[src/rtl/st_timer_pkg.sv]
// Shared constants for the slow-clock system timer: status bit
// positions and register byte offsets decoded on the bus.
package st_timer_pkg;
    localparam int STAT_W    = 4;
    // Status bit positions (software decodes these).
    localparam int BIT_PIT   = 0;
    localparam int BIT_WDOVF = 1;
    localparam int BIT_RTINC = 2;
    localparam int BIT_ALARM = 3;
    // Register byte offsets.
    localparam logic [5:0] OFS_PERIOD = 6'h00;
    localparam logic [5:0] OFS_PRESC  = 6'h04;
    localparam logic [5:0] OFS_STATUS = 6'h08;
    localparam logic [5:0] OFS_IEN    = 6'h0C;
    localparam logic [5:0] OFS_IDIS   = 6'h10;
    localparam logic [5:0] OFS_MASK   = 6'h14;
    localparam logic [5:0] OFS_ALARM  = 6'h18;
    localparam logic [5:0] OFS_COUNT  = 6'h1C;
    localparam logic [5:0] OFS_WDOG   = 6'h20;
endpackage

[src/rtl/st_edge_sync.sv]
// Samples an asynchronous slow clock into the bus domain and emits a
// one-cycle pulse per rising edge.
// Assumes: the slow clock stays high and low for at least two bus cycles each.
module st_edge_sync #(
    parameter int STAGES = 2
) (
    input  logic clk,
    input  logic rst_n,
    input  logic async_in,
    output logic rise
);
    logic [STAGES:0] sh;

    // Shift the sampled level through the synchronizer chain plus one history flop.
    always_ff @(posedge clk) begin
        if (!rst_n) sh <= '0;
        else        sh <= {sh[STAGES-1:0], async_in};
    end

    assign rise = sh[STAGES-1] & ~sh[STAGES];
endmodule

[src/rtl/st_divider.sv]
// Counts step pulses and fires on every PERIOD-th one, then reloads.
// A period of 0 stands for 2**W. A restart clears the phase and
// suppresses the fire in that cycle.
module st_divider #(
    parameter int W = 16
) (
    input  logic         clk,
    input  logic         rst_n,
    input  logic         restart,
    input  logic         step,
    input  logic [W-1:0] period,
    output logic         fire
);
    localparam int PW = W + 1;

    logic [W-1:0]  phase;
    logic [PW-1:0] period_eff;

    assign period_eff = (period == '0) ? (PW'(1) << W) : PW'(period);
    assign fire       = step & ~restart & ((PW'(phase) + PW'(1)) == period_eff);

    // Advance the phase on each step and wrap it when the period completes.
    always_ff @(posedge clk) begin
        if (!rst_n)       phase <= '0;
        else if (restart) phase <= '0;
        else if (step)    phase <= fire ? '0 : phase + 1'b1;
    end
endmodule

[src/rtl/st_watchdog.sv]
// Reduced watchdog: a down-counter loaded by a write. It decrements on each
// step and pulses once when it reaches zero, then stays idle until reloaded.
// A load of zero disarms it.
module st_watchdog #(
    parameter int W = 16
) (
    input  logic         clk,
    input  logic         rst_n,
    input  logic         load,
    input  logic [W-1:0] load_val,
    input  logic         step,
    output logic         expire
);
    logic [W-1:0] remain;
    logic         armed;

    assign expire = step & ~load & armed & (remain == W'(1));

    // Load, count down while armed, and disarm on reaching zero.
    always_ff @(posedge clk) begin
        if (!rst_n) begin
            remain <= '0;
            armed  <= 1'b0;
        end else if (load) begin
            remain <= load_val;
            armed  <= |load_val;
        end else if (step && armed) begin
            remain <= remain - 1'b1;
            if (remain == W'(1)) armed <= 1'b0;
        end
    end
endmodule

[src/rtl/st_timer.sv]
// Slow-clock system timer, top level. Holds the register file, the
// real-time counter, the alarm compare, status latching and the interrupt mask.
// Assumes: single-cycle bus strobes, and ADDR_W covers the offsets in st_timer_pkg.
module st_timer
    import st_timer_pkg::*;
#(
    parameter int CNT_W       = 20,
    parameter int PRE_W       = 16,
    parameter int PIT_W       = 16,
    parameter int WDT_W       = 16,
    parameter int SYNC_STAGES = 2,
    parameter int PRE_RESET   = 32768,
    parameter int DATA_W      = 32,
    parameter int ADDR_W      = 6
) (
    input  logic              clk,
    input  logic              rst_n,
    input  logic              slow_clk,
    input  logic              bus_rd,
    input  logic              bus_wr,
    input  logic [ADDR_W-1:0] bus_addr,
    input  logic [DATA_W-1:0] bus_wdata,
    output logic [DATA_W-1:0] bus_rdata,
    output logic              irq
);
    localparam logic [PRE_W-1:0] PRESC_INIT = PRE_W'(PRE_RESET);

    logic              slow_tick;
    logic              wr_period, wr_presc, wr_ien, wr_idis, wr_alarm, wr_wdog;
    logic              rd_status;
    logic [PRE_W-1:0]  presc_q;
    logic [PIT_W-1:0]  period_q;
    logic [CNT_W-1:0]  alarm_q, cnt_q, cnt_next;
    logic [STAT_W-1:0] mask_q, status_q, evt;
    logic [DATA_W-1:0] rd_val;
    logic              inc_fire, pit_fire, wd_fire, alarm_fire;
    logic              unused_wdata;

    assign unused_wdata = ^bus_wdata;

    // Register decode.
    assign wr_period = bus_wr && (bus_addr == ADDR_W'(OFS_PERIOD));
    assign wr_presc  = bus_wr && (bus_addr == ADDR_W'(OFS_PRESC));
    assign wr_ien    = bus_wr && (bus_addr == ADDR_W'(OFS_IEN));
    assign wr_idis   = bus_wr && (bus_addr == ADDR_W'(OFS_IDIS));
    assign wr_alarm  = bus_wr && (bus_addr == ADDR_W'(OFS_ALARM));
    assign wr_wdog   = bus_wr && (bus_addr == ADDR_W'(OFS_WDOG));
    assign rd_status = bus_rd && (bus_addr == ADDR_W'(OFS_STATUS));

    st_edge_sync #(.STAGES(SYNC_STAGES)) u_sync (
        .clk      (clk),
        .rst_n    (rst_n),
        .async_in (slow_clk),
        .rise     (slow_tick)
    );

    st_divider #(.W(PRE_W)) u_presc (
        .clk     (clk),
        .rst_n   (rst_n),
        .restart (wr_presc),
        .step    (slow_tick),
        .period  (presc_q),
        .fire    (inc_fire)
    );

    st_divider #(.W(PIT_W)) u_pit (
        .clk     (clk),
        .rst_n   (rst_n),
        .restart (wr_period),
        .step    (slow_tick),
        .period  (period_q),
        .fire    (pit_fire)
    );

    st_watchdog #(.W(WDT_W)) u_wdog (
        .clk      (clk),
        .rst_n    (rst_n),
        .load     (wr_wdog),
        .load_val (bus_wdata[WDT_W-1:0]),
        .step     (slow_tick),
        .expire   (wd_fire)
    );

    assign cnt_next   = cnt_q + 1'b1;
    assign alarm_fire = inc_fire && (cnt_next == alarm_q);

    // Gather this cycle's events into status bit order.
    always_comb begin
        evt            = '0;
        evt[BIT_PIT]   = pit_fire;
        evt[BIT_WDOVF] = wd_fire;
        evt[BIT_RTINC] = inc_fire;
        evt[BIT_ALARM] = alarm_fire;
    end

    // Prescaler and periodic configuration registers.
    always_ff @(posedge clk) begin
        if (!rst_n) begin
            presc_q  <= PRESC_INIT;
            period_q <= '0;
        end else begin
            if (wr_presc)  presc_q  <= bus_wdata[PRE_W-1:0];
            if (wr_period) period_q <= bus_wdata[PIT_W-1:0];
        end
    end

    // Absolute alarm target; each write replaces the previous target.
    always_ff @(posedge clk) begin
        if (!rst_n)        alarm_q <= '0;
        else if (wr_alarm) alarm_q <= bus_wdata[CNT_W-1:0];
    end

    // Real-time counter: cleared by a prescaler write, otherwise stepped by the prescaler.
    always_ff @(posedge clk) begin
        if (!rst_n)        cnt_q <= '0;
        else if (wr_presc) cnt_q <= '0;
        else if (inc_fire) cnt_q <= cnt_next;
    end

    // Interrupt mask: set-ones and clear-ones writes.
    always_ff @(posedge clk) begin
        if (!rst_n)       mask_q <= '0;
        else if (wr_ien)  mask_q <= mask_q | bus_wdata[STAT_W-1:0];
        else if (wr_idis) mask_q <= mask_q & ~bus_wdata[STAT_W-1:0];
    end

    // Status: a read clears it, and new events are merged in after the clear.
    always_ff @(posedge clk) begin
        if (!rst_n) status_q <= '0;
        else        status_q <= (rd_status ? '0 : status_q) | evt;
    end

    // Read multiplexer over the current register values.
    always_comb begin
        rd_val = '0;
        case (bus_addr)
            ADDR_W'(OFS_PERIOD): rd_val = DATA_W'(period_q);
            ADDR_W'(OFS_PRESC):  rd_val = DATA_W'(presc_q);
            ADDR_W'(OFS_STATUS): rd_val = DATA_W'(status_q);
            ADDR_W'(OFS_MASK):   rd_val = DATA_W'(mask_q);
            ADDR_W'(OFS_ALARM):  rd_val = DATA_W'(alarm_q);
            ADDR_W'(OFS_COUNT):  rd_val = DATA_W'(cnt_q);
            default:             rd_val = '0;
        endcase
    end

    // Capture read data one cycle after the strobe and hold it between reads.
    always_ff @(posedge clk) begin
        if (!rst_n)      bus_rdata <= '0;
        else if (bus_rd) bus_rdata <= rd_val;
    end

    assign irq = |(status_q & mask_q);
endmodule

[config.mk]
export PLATFORM = sky130hd
export DESIGN_NAME = st_timer
export DESIGN_NICKNAME = d
export VERILOG_FILES = /design/src/rtl/st_timer_pkg.sv /design/src/rtl/st_edge_sync.sv /design/src/rtl/st_divider.sv /design/src/rtl/st_watchdog.sv /design/src/rtl/st_timer.sv
export SDC_FILE = /design/constraint.sdc
export NUM_CORES = 1
export LEC_CHECK = 0
export BUFFER_PORTS_ARGS = -buffer_cell sky130_fd_sc_hd__buf_4
export CORE_MARGIN = 4
export CORE_UTILIZATION = 65
export DETAILED_ROUTE_END_ITERATION = 6
export PLACE_DENSITY_LB_ADDON = 0.25
export SYNTH_ARGS = -nofsm -noshare
export SYNTH_HDL_FRONTEND = slang
export SYNTH_SLANG_ARGS = --single-unit
[constraint.sdc]
create_clock -name clk -period 7.7 [get_ports clk]
set_input_delay 1.925 -clock clk [delete_from_list [all_inputs] [get_ports clk]]
set_output_delay 1.925 -clock clk [all_outputs]
set_load 0.05 [all_outputs]
# Word level (Yosys, flattened, before mapping)

Index checks and enable logic that the tools add are counted.

Mux-type cells: 13
Reductions and logical operators: 20
Bitwise logic cells: 18
Equal/unequal tests: 12
Add/subtract/negate cells: 6

Operators by type and width:

| kind                                                                   | count |
|---|---|
| 20-bit one-hot mux with 6 select lines                                 | 1 |
| 16-bit two-way mux                                                     | 4 |
| 16-bit by 1-bit adder with 17-bit output, second input constant        | 2 |
| 17-bit equality test                                                   | 2 |
| 17-bit two-way mux                                                     | 2 |
| 16-bit by 1-bit adder with 16-bit output, second input constant        | 2 |
| 16-bit zero test                                                       | 2 |
| 6-bit by 5-bit equality test with 1-bit output, second input constant  | 4 |
| 20-bit by 1-bit adder with 20-bit output, second input constant        | 1 |
| 20-bit equality test                                                   | 1 |
| 16-bit by 1-bit equality test with 1-bit output, second input constant | 1 |
| 16-bit OR reduction                                                    | 1 |
| 16-bit by 1-bit subtractor with 16-bit output, second input constant   | 1 |
| 6-bit by 4-bit equality test with 1-bit output, second input constant  | 2 |
| 4-bit two-way mux                                                      | 3 |
| 1-bit logical AND                                                      | 9 |
| 1-bit bitwise AND                                                      | 8 |
| 4-bit bitwise AND                                                      | 2 |
| 4-bit OR                                                               | 2 |
| 6-bit by 3-bit equality test with 1-bit output, second input constant  | 1 |
| 6-bit equality test, second input constant                             | 1 |
| 6-bit zero test                                                        | 1 |
| 2-bit nonzero test                                                     | 3 |
| 1-bit inverter                                                         | 5 |
| other kinds (5)                                                        | 8 |

Register bits: 164
Output and inout port bits: 33
Input port bits: 43

# Logic depth before layout (Yosys ltp)

Gate-level depths: netlist of the first run.

Word-level depth: 7
Mapped depth: 12
Mapped depth without buffers: 8

# By module

A second synthesis of the first run with hierarchy kept.

Cell total of the unflattened synthesis: 1109
Area total of the unflattened synthesis: 9356.5 sq um

By module, submodules not included:

| module       | cells an instance | area each (sq um) | times used |
|---|---|---|---|
| st_timer     | 608               | 5297.6            | 1 |
| st_divider   | 188               | 1492.7            | 2 |
| st_watchdog  | 118               | 980.9             | 1 |
| st_edge_sync | 7                 | 92.6              | 1 |

# Worst setup path before layout of the first run

Ideal clock, no wire load.

Path type: input to register
Start point: input port bus_addr[2]
End point: register cnt_q[15]
Path buffers: 5
Setup time: 120 ps
Arrival time: 3919 ps
Slack: 3661 ps
Stages: 12
Cells stage by stage: clkbuf_1 nor2b_1 clkbuf_1 and3_1 clkbuf_1 a21o_1 a211oi_2 nand4_2 buf_2 clkbuf_1 o211ai_1 nand2_1

Cells in the longest elaborated chain, start to end: 5
Elaborated cells between the ends (all ways): 6
Classes of those cells: eq/ne (1); bitwise (3); reduce/logical (2)

RTL lines:

| item                                               | line             | source |
|---|---|---|
| start, declared                                    | st_timer.sv:21   | `input logic [ADDR_W-1:0] bus_addr,` |
| 6-bit by 3-bit equality test with 1-bit output (*) | st_timer.sv:43   | `assign wr_presc = bus_wr && (bus_addr == ADDR_W'(OFS_PRESC));` |
| 1-bit logical AND (*)                              | st_timer.sv:43   |  |
| 1-bit inverter                                     | st_divider.sv:20 | `assign fire = step & ~restart & ((PW'(phase) + PW'(1)) == period_eff);` |
| 1-bit bitwise AND (2 in series)                    | st_divider.sv:20 |  |
| end signal, assigned                               | st_timer.sv:117  | `else if (inc_fire) cnt_q <= cnt_next;` |
| end, declared                                      | st_timer.sv:33   | `logic [CNT_W-1:0] alarm_q, cnt_q, cnt_next;` |

Mark *: on every way between the ends. The rest lies on a longest branch, timed or not.
A chain may end at the register's enable or synchronous reset.

# Worst setup path after layout of the first run

Start point: input port bus_addr[1]
End point: register alarm_q[10]

Cells in the longest elaborated chain, start to end: 2

RTL lines:

| item                                           | line            | source |
|---|---|---|
| 6-bit by 5-bit equality test with 1-bit output | st_timer.sv:46  | `assign wr_alarm = bus_wr && (bus_addr == ADDR_W'(OFS_ALARM));` |
| 1-bit logical AND                              | st_timer.sv:46  |  |
| end signal, assigned                           | st_timer.sv:110 | `else if (wr_alarm) alarm_q <= bus_wdata[CNT_W-1:0];` |
| end, declared                                  | st_timer.sv:33  |  |

Every way passes these cells.

==> results of run 1 <==
-- through the flow --
stage,power [uW],setup WS (ns),cells
6_report,1730,3.13,1296
2_1_floorplan,875,3.66,1122
4_1_cts,1730,3.20,1296
3_3_place_gp,906,2.93,1264
5_1_grt,1770,2.90,1296
3_5_place_dp,907,2.82,1264
-- how the worst min path moves through the flow --
stage | from | slack, ns | depth (start not counted) | endpoint
2_1_floorplan | u_sync.sh[0] | 0.41 | 1 | u_sync.sh[1]
3_3_place_gp | u_sync.sh[0] | 0.42 | 1 | u_sync.sh[1]
3_5_place_dp | u_sync.sh[0] | 0.43 | 1 | u_sync.sh[1]
4_1_cts | u_sync.sh[0] | 0.44 | 1 | u_sync.sh[1]
5_1_grt | u_sync.sh[0] | 0.44 | 1 | u_sync.sh[1]
6_report | u_sync.sh[0] | 0.43 | 1 | u_sync.sh[1]
-- final cells by class --
cell class | count | area (um2)
Multi-Input combinational cell | 867 | 5440
Fill cell | 1009 | 3540
Sequential cell | 152 | 3040
Clock buffer | 21 | 470
Timing Repair Buffer | 56 | 420
Tap cell | 176 | 220
Clock inverter | 11 | 115
Inverter | 13 | 48.8
-- worst max-delay path, delay by kind of cell --
kind / cells / cell delay [ns]
AND/OR/NAND/NOR: 5 / 2.72
buffers and inverters: 1 / 0.12
AO/OA/AOI/OAI: 1 / 0.11
-- layout by cell type, fill, tap and decap left out, types with 8 or more instances in the layout --
master / instances
nand2_1: 205
nand3_1: 34
o21a_1: 12
clkbuf_16: 17
a21boi_0: 52
o211a_1: 19
nor4_1: 25
or4_1: 23
and3_1: 16
conb_1: 12
nor2_1: 43
a22oi_1: 39
o211ai_1: 19
xor2_1: 32
o22ai_1: 11
and2_1: 14
buf_4: 56
mux2i_1: 11
nor3_1: 38
a21oi_1: 27
nand4_1: 20
xnor2_1: 76
nor2b_1: 27
or3_1: 8
inv_1: 13
dfxtp_1: 152
o21ai_0: 17
-- report_power, final --
group          internal (uW)  total (uW)  switching, uW
Sequential               791         797           6.05
Combinational           28.6        94.0           65.4
Clock                    476         835            359
-- sequential cells by signal, summed over array words and instances, names as in the netlist, named ones only --
signal / count
alarm_q: 20
bus_rdata: 20
cnt_q: 20
period_q: 16
presc_q: 16
u_pit.phase: 16
u_presc.phase: 16
u_wdog.remain: 16
status_q: 4
u_sync.sh: 3
u_wdog.armed: 1
-- routing by layer --
layer | up-vias | wire [um] | GRT usage
met5 | - | 0 | 0
met4 | 0 | 852 | 0.128
met3 | 72 | 1830 | 0.0596
met2 | 352 | 11600 | 0.510
met1 | 3940 | 10000 | 0.395
li1 | 3936 | - | -
-- cell families after synthesis --
kind of cell             after synthesis  share of synthesized area
multiplexers                          15                     0.0175
flip-flops                           152                      0.343
AND/OR/NAND/NOR                      495                      0.285
XOR/XNOR                             108                      0.106
adder cells (fa/ha/maj)                5                    0.00704
other                                  1                   0.000422
AO/OA/AOI/OAI                        232                      0.191
buffers and inverters                103                     0.0503
==> flow_summary.json, run 1 <==
{
  "crit_chain": "buf_4 > nor3_1 > nand2_1 > nor3b_2 > nand2_1 > nand2_1 > a21boi_0",
  "postRouteAntennaNets": 0,
  "cts_buffers": 17,
  "r2r_end": "u_pit.phase[4]",
  "worst_pin_slew_ns": 1.23,
  "vias": 8300,
  "peakVddDrop_mv": 0.145,
  "antennaDiodeCount": 0,
  "skew_ns": 0.00870,
  "reg2reg_depth": 8,
  "final_hold_viol_count": 0,
  "critPathArrivalTime_ns": 4.88,
  "postCtsHoldBufs": 0,
  "tritoncts": "built",
  "crit_required_ns": 8.02,
  "end_kind": "flip-flop",
  "firstDrtPassIters": 5,
  "routed_wl_mm": 24.3,
  "synthTopCellsByArea": "dfxtp_1, nand2_1, xnor2_1",
  "synth.most_common_cell": "nand2_1",
  "synth.avg_cell_area_um2": 8.00,
  "slew_headroom": 0.174,
  "clkSlewWorstSetupHoldPaths_ns": 0.07,
  "drv_slew": 0,
  "clk_latency_ns": 0.44,
  "clock.fmax_mhz": 219,
  "rsz0062_at_grt": "no",
  "fin_util": 0.734,
  "ys_seq_elements": 152,
  "ys_async_sr_fraction": 0,
  "hpwl_mm": 16.9,
  "antenna_found_initial": 0,
  "clock_sinks": 152,
  "area_growth_pct": 9.85,
  "criticalPathCategory": "in -> reg",
  "grt_start_max_net_pins": 107,
  "dieHeight_um": 125,
  "layout_min_cycle_time_ns": 4.57,
  "status": "finished clean",
  "vias_per_cell": 6.40,
  "synth-main-ff-cell": "dfxtp_1",
  "cp_max_fo": 20,
  "reg2reg_from": "u_pit.phase[0]",
  "p_leak_uw": 0.00362,
  "initialDrtViolationCount": 749,
  "critPathLaunch": "bus_addr[1]",
  "max_stage_delay_ns": 1.01,
  "core-area_mm2": 0.0133,
  "rrSetupSlack_ns": 4.31,
  "fp-row-count": 42,
  "avgRoutedWirePerCell_um": 18.7,
  "drc": 0,
  "setup_tns_ns": 0,
  "routabilityCongestion": 0.925,
  "clock_path_buffers": 2,
  "setup_viol": 0,
  "fin_crit_sh": 0.593,
  "synth_top_area_frac": 0.343,
  "cp-start-kind": "primary input",
  "netlist_area_mm2": 0.00888,
  "htree_levels": 4,
  "ys_warn_count": 0,
  "final_layout_size_suffix_gt1_frac": 0.0929,
  "grt_pass1_wl_mm": 39.6,
  "path_common_cell": "nand2_1",
  "fin_nets": 1155,
  "synth_edf_count": 0,
  "port_buffers": 51,
  "cts_setup_buffers": 0,
  "io_pins": 76,
  "grt_overflow": 0,
  "power_density_mw_per_mm2": 177,
  "critPathCapture": "alarm_q[10]",
  "seq_area_frac_synth": 0.343,
  "grt_pass1_vias": 7784,
  "stdcell_area_mm2": 0.00976,
  "slowest_stage": "nor3b_2",
  "synth_common_cells": "nand2_1, dfxtp_1, xnor2_1",
  "clock-root-buffer": "clkbuf_16",
  "synth_top_area_cell": "dfxtp_1",
  "syn_inst": 1111,
  "initial_core_util": 0.668,
  "placed_area_mm2": 0.00917,
  "grt.total_usage": 0.308,
  "cts_resized": 0,
  "die-area_mm2": 0.0156,
  "whs_ns": 0.432,
  "synth_cell_types": 70,
  "hp-class": "reg -> reg",
  "drv_cap": 0,
  "die_x_um": 125
}
No activity file was read; power rests on OpenSTA's default activity.
==> run 2, diff against run 1 <==
--- a/config.mk
+++ b/config.mk
@@ -7,7 +7,7 @@
 export LEC_CHECK = 0
 export BUFFER_PORTS_ARGS = -buffer_cell sky130_fd_sc_hd__buf_4
 export CORE_MARGIN = 4
-export CORE_UTILIZATION = 65
+export CORE_UTILIZATION = 55
 export DETAILED_ROUTE_END_ITERATION = 6
 export PLACE_DENSITY_LB_ADDON = 0.25
 export SYNTH_ARGS = -nofsm -noshare
==> constraint.sdc (replaced) <==
create_clock -name clk -period 4.2 [get_ports clk]
set_input_delay 1.05 -clock clk [delete_from_list [all_inputs] [get_ports clk]]
set_output_delay 1.05 -clock clk [all_outputs]
set_load 0.05 [all_outputs]
==> flow_summary.json, run 2 (synthesized netlist as in run 1, its figures left out) <==
{
  "crit_chain": "ha_1 > nand4_1 > nor4_2 > a21oi_1 > a2111oi_0 > nand4_2 > buf_4 > or4b_1 > o21ai_1",
  "criticalPathCategory": "reg -> reg",
  "grt_start_max_net_pins": 66,
  "layout_setup_ws_ns": 0.709,
  "setup_viol": 0,
  "reg_top3": "alarm_q x20, bus_rdata x20, cnt_q x20",
  "cts_setup_buffers": 0,
  "cp-start-kind": "flip-flop",
  "crit_required_ns": 4.56,
  "clock-root-buffer": "clkbuf_16",
  "setup_tns_ns": 0,
  "finalPower_uw": 3090,
  "vias": 8187,
  "multi_input_area_mm2": 0.00544,
  "grt.total_usage": 0.265,
  "rsz0062_at_grt": "no",
  "fillers": 1451,
  "worst_pin_slew_ns": 1.26,
  "layout_min_cycle_time_ns": 3.49,
  "routed_wl_mm": 23.9,
  "antennaDiodeCount": 0,
  "seq_area_mm2": 0.00304,
  "slowest_stage": "a2111oi_0",
  "slew_headroom": 0.159,
  "end_kind": "flip-flop",
  "postRouteAntennaNets": 0,
  "final_layout_size_suffix_gt1_frac": 0.0992,
  "drv_cap": 0,
  "hpwl_mm": 17.1,
  "die-area_mm2": 0.0182,
  "io_pins": 76,
  "skew_ns": 0.00597,
  "clkSlewWorstSetupHoldPaths_ns": 0.06,
  "clock_path_buffers": 2,
  "cp_num_buf_inv": 1,
  "initial_core_util": 0.561,
  "postCtsHoldBufs": 0,
  "grt_pass1_vias": 7467,
  "min_delay_path_depth": 1,
  "critPathArrivalTime_ns": 3.85,
  "power_density_mw_per_mm2": 314,
  "htree_levels": 4,
  "port_buffers": 51,
  "whs_ns": 0.434,
  "max_stage_delay_ns": 0.62,
  "status": "finished clean",
  "fin_nets": 1164,
  "fp-row-count": 46,
  "reg2reg_depth": 9,
  "clock_sinks": 152,
  "rrSetupSlack_ns": 0.71,
  "avgRoutedWirePerCell_um": 17.8,
  "peakVddDrop_mv": 0.297,
  "cp_top_family": "simple AND/OR/NAND/NOR gates",
  "drv_slew": 0,
  "cts_resized": 0,
  "firstDrtPassIters": 6,
  "core-area_mm2": 0.0158,
  "hp-class": "reg -> reg",
  "fin_crit_sh": 0.831,
  "tritoncts": "built",
  "grt_pass1_wl_mm": 38.8,
  "p_leak_uw": 0.00365,
  "clk_latency_ns": 0.43,
  "clock.fmax_mhz": 286,
  "drc": 0,
  "grt_overflow": 0,
  "post-place-ws_ns": 0.856,
  "final_hold_viol_count": 0,
  "crit_cells": 9,
  "vias_per_cell": 6.09,
  "cp_max_fo": 40,
  "dieHeight_um": 135,
  "fin_util": 0.622,
  "final_cell_mix": "nand2_1, dfxtp_1, xnor2_1",
  "die_x_um": 135,
  "area_growth_pct": 10.8,
  "routabilityCongestion": 0.940,
  "initialDrtViolationCount": 775,
  "final_common_cell": "nand2_1",
  "antenna_found_initial": 0,
  "cts_buffers": 17
}
## run 2: cell types whose count changed in the layout (fill, tap and decap cells not counted), sizes merged
cell,delta
clkinv,+3
buf,+9
clkbuf,-1
inv,-2
## run 2: final cells by class
class | count | share of cell area
multi-input combinational | 867 | 0.553
inverter | 13 | 0.00496
clock buffer | 20 | 0.0454
timing repair buffer | 65 | 0.0496
tap | 216 | 0.0275
clock inverter | 12 | 0.0104
sequential | 152 | 0.309
## run 2: path summary, 6_finish.rpt
check | start | end
setup / recovery | u_presc.phase[0] | cnt_q[13]
hold / removal | u_sync.sh[0] | u_sync.sh[1]
setup reg to reg | u_presc.phase[0] | cnt_q[13]
hold reg to reg | u_sync.sh[0] | u_sync.sh[1]
## run 2: metal layers
metal  track usage  wire length [um]  vias up
met5             0                 0        -
met4        0.0918               645        0
met3        0.0477              1430       56
met2         0.422             11100      292
met1         0.362             10800     3893
li1              -                 -     3946
## run 2: report_power, final
group          internal [uW]  switching [uW]  total (uW)
combinational           53.1             123         176
clock                    826             622        1450
sequential              1450            11.1        1460
## run 2: per-stage QoR
stage | std cells | area (um2)
final | 1345 | 9840
after global routing | 1345 | 9840
after CTS | 1345 | 9840
after detailed placement | 1313 | 9290
after global placement | 1313 | 9290
after floorplan | 1122 | 8920
## run 2: worst reg2reg max path, cell delays in order (launching register included)
cell       delay [ns]
dfxtp_1          0.45
ha_1             0.29
nand4_1          0.28
nor4_2           0.46
a21oi_1          0.07
a2111oi_0        0.62
nand4_2          0.32
buf_4            0.34
or4b_1           0.51
o21ai_1          0.09
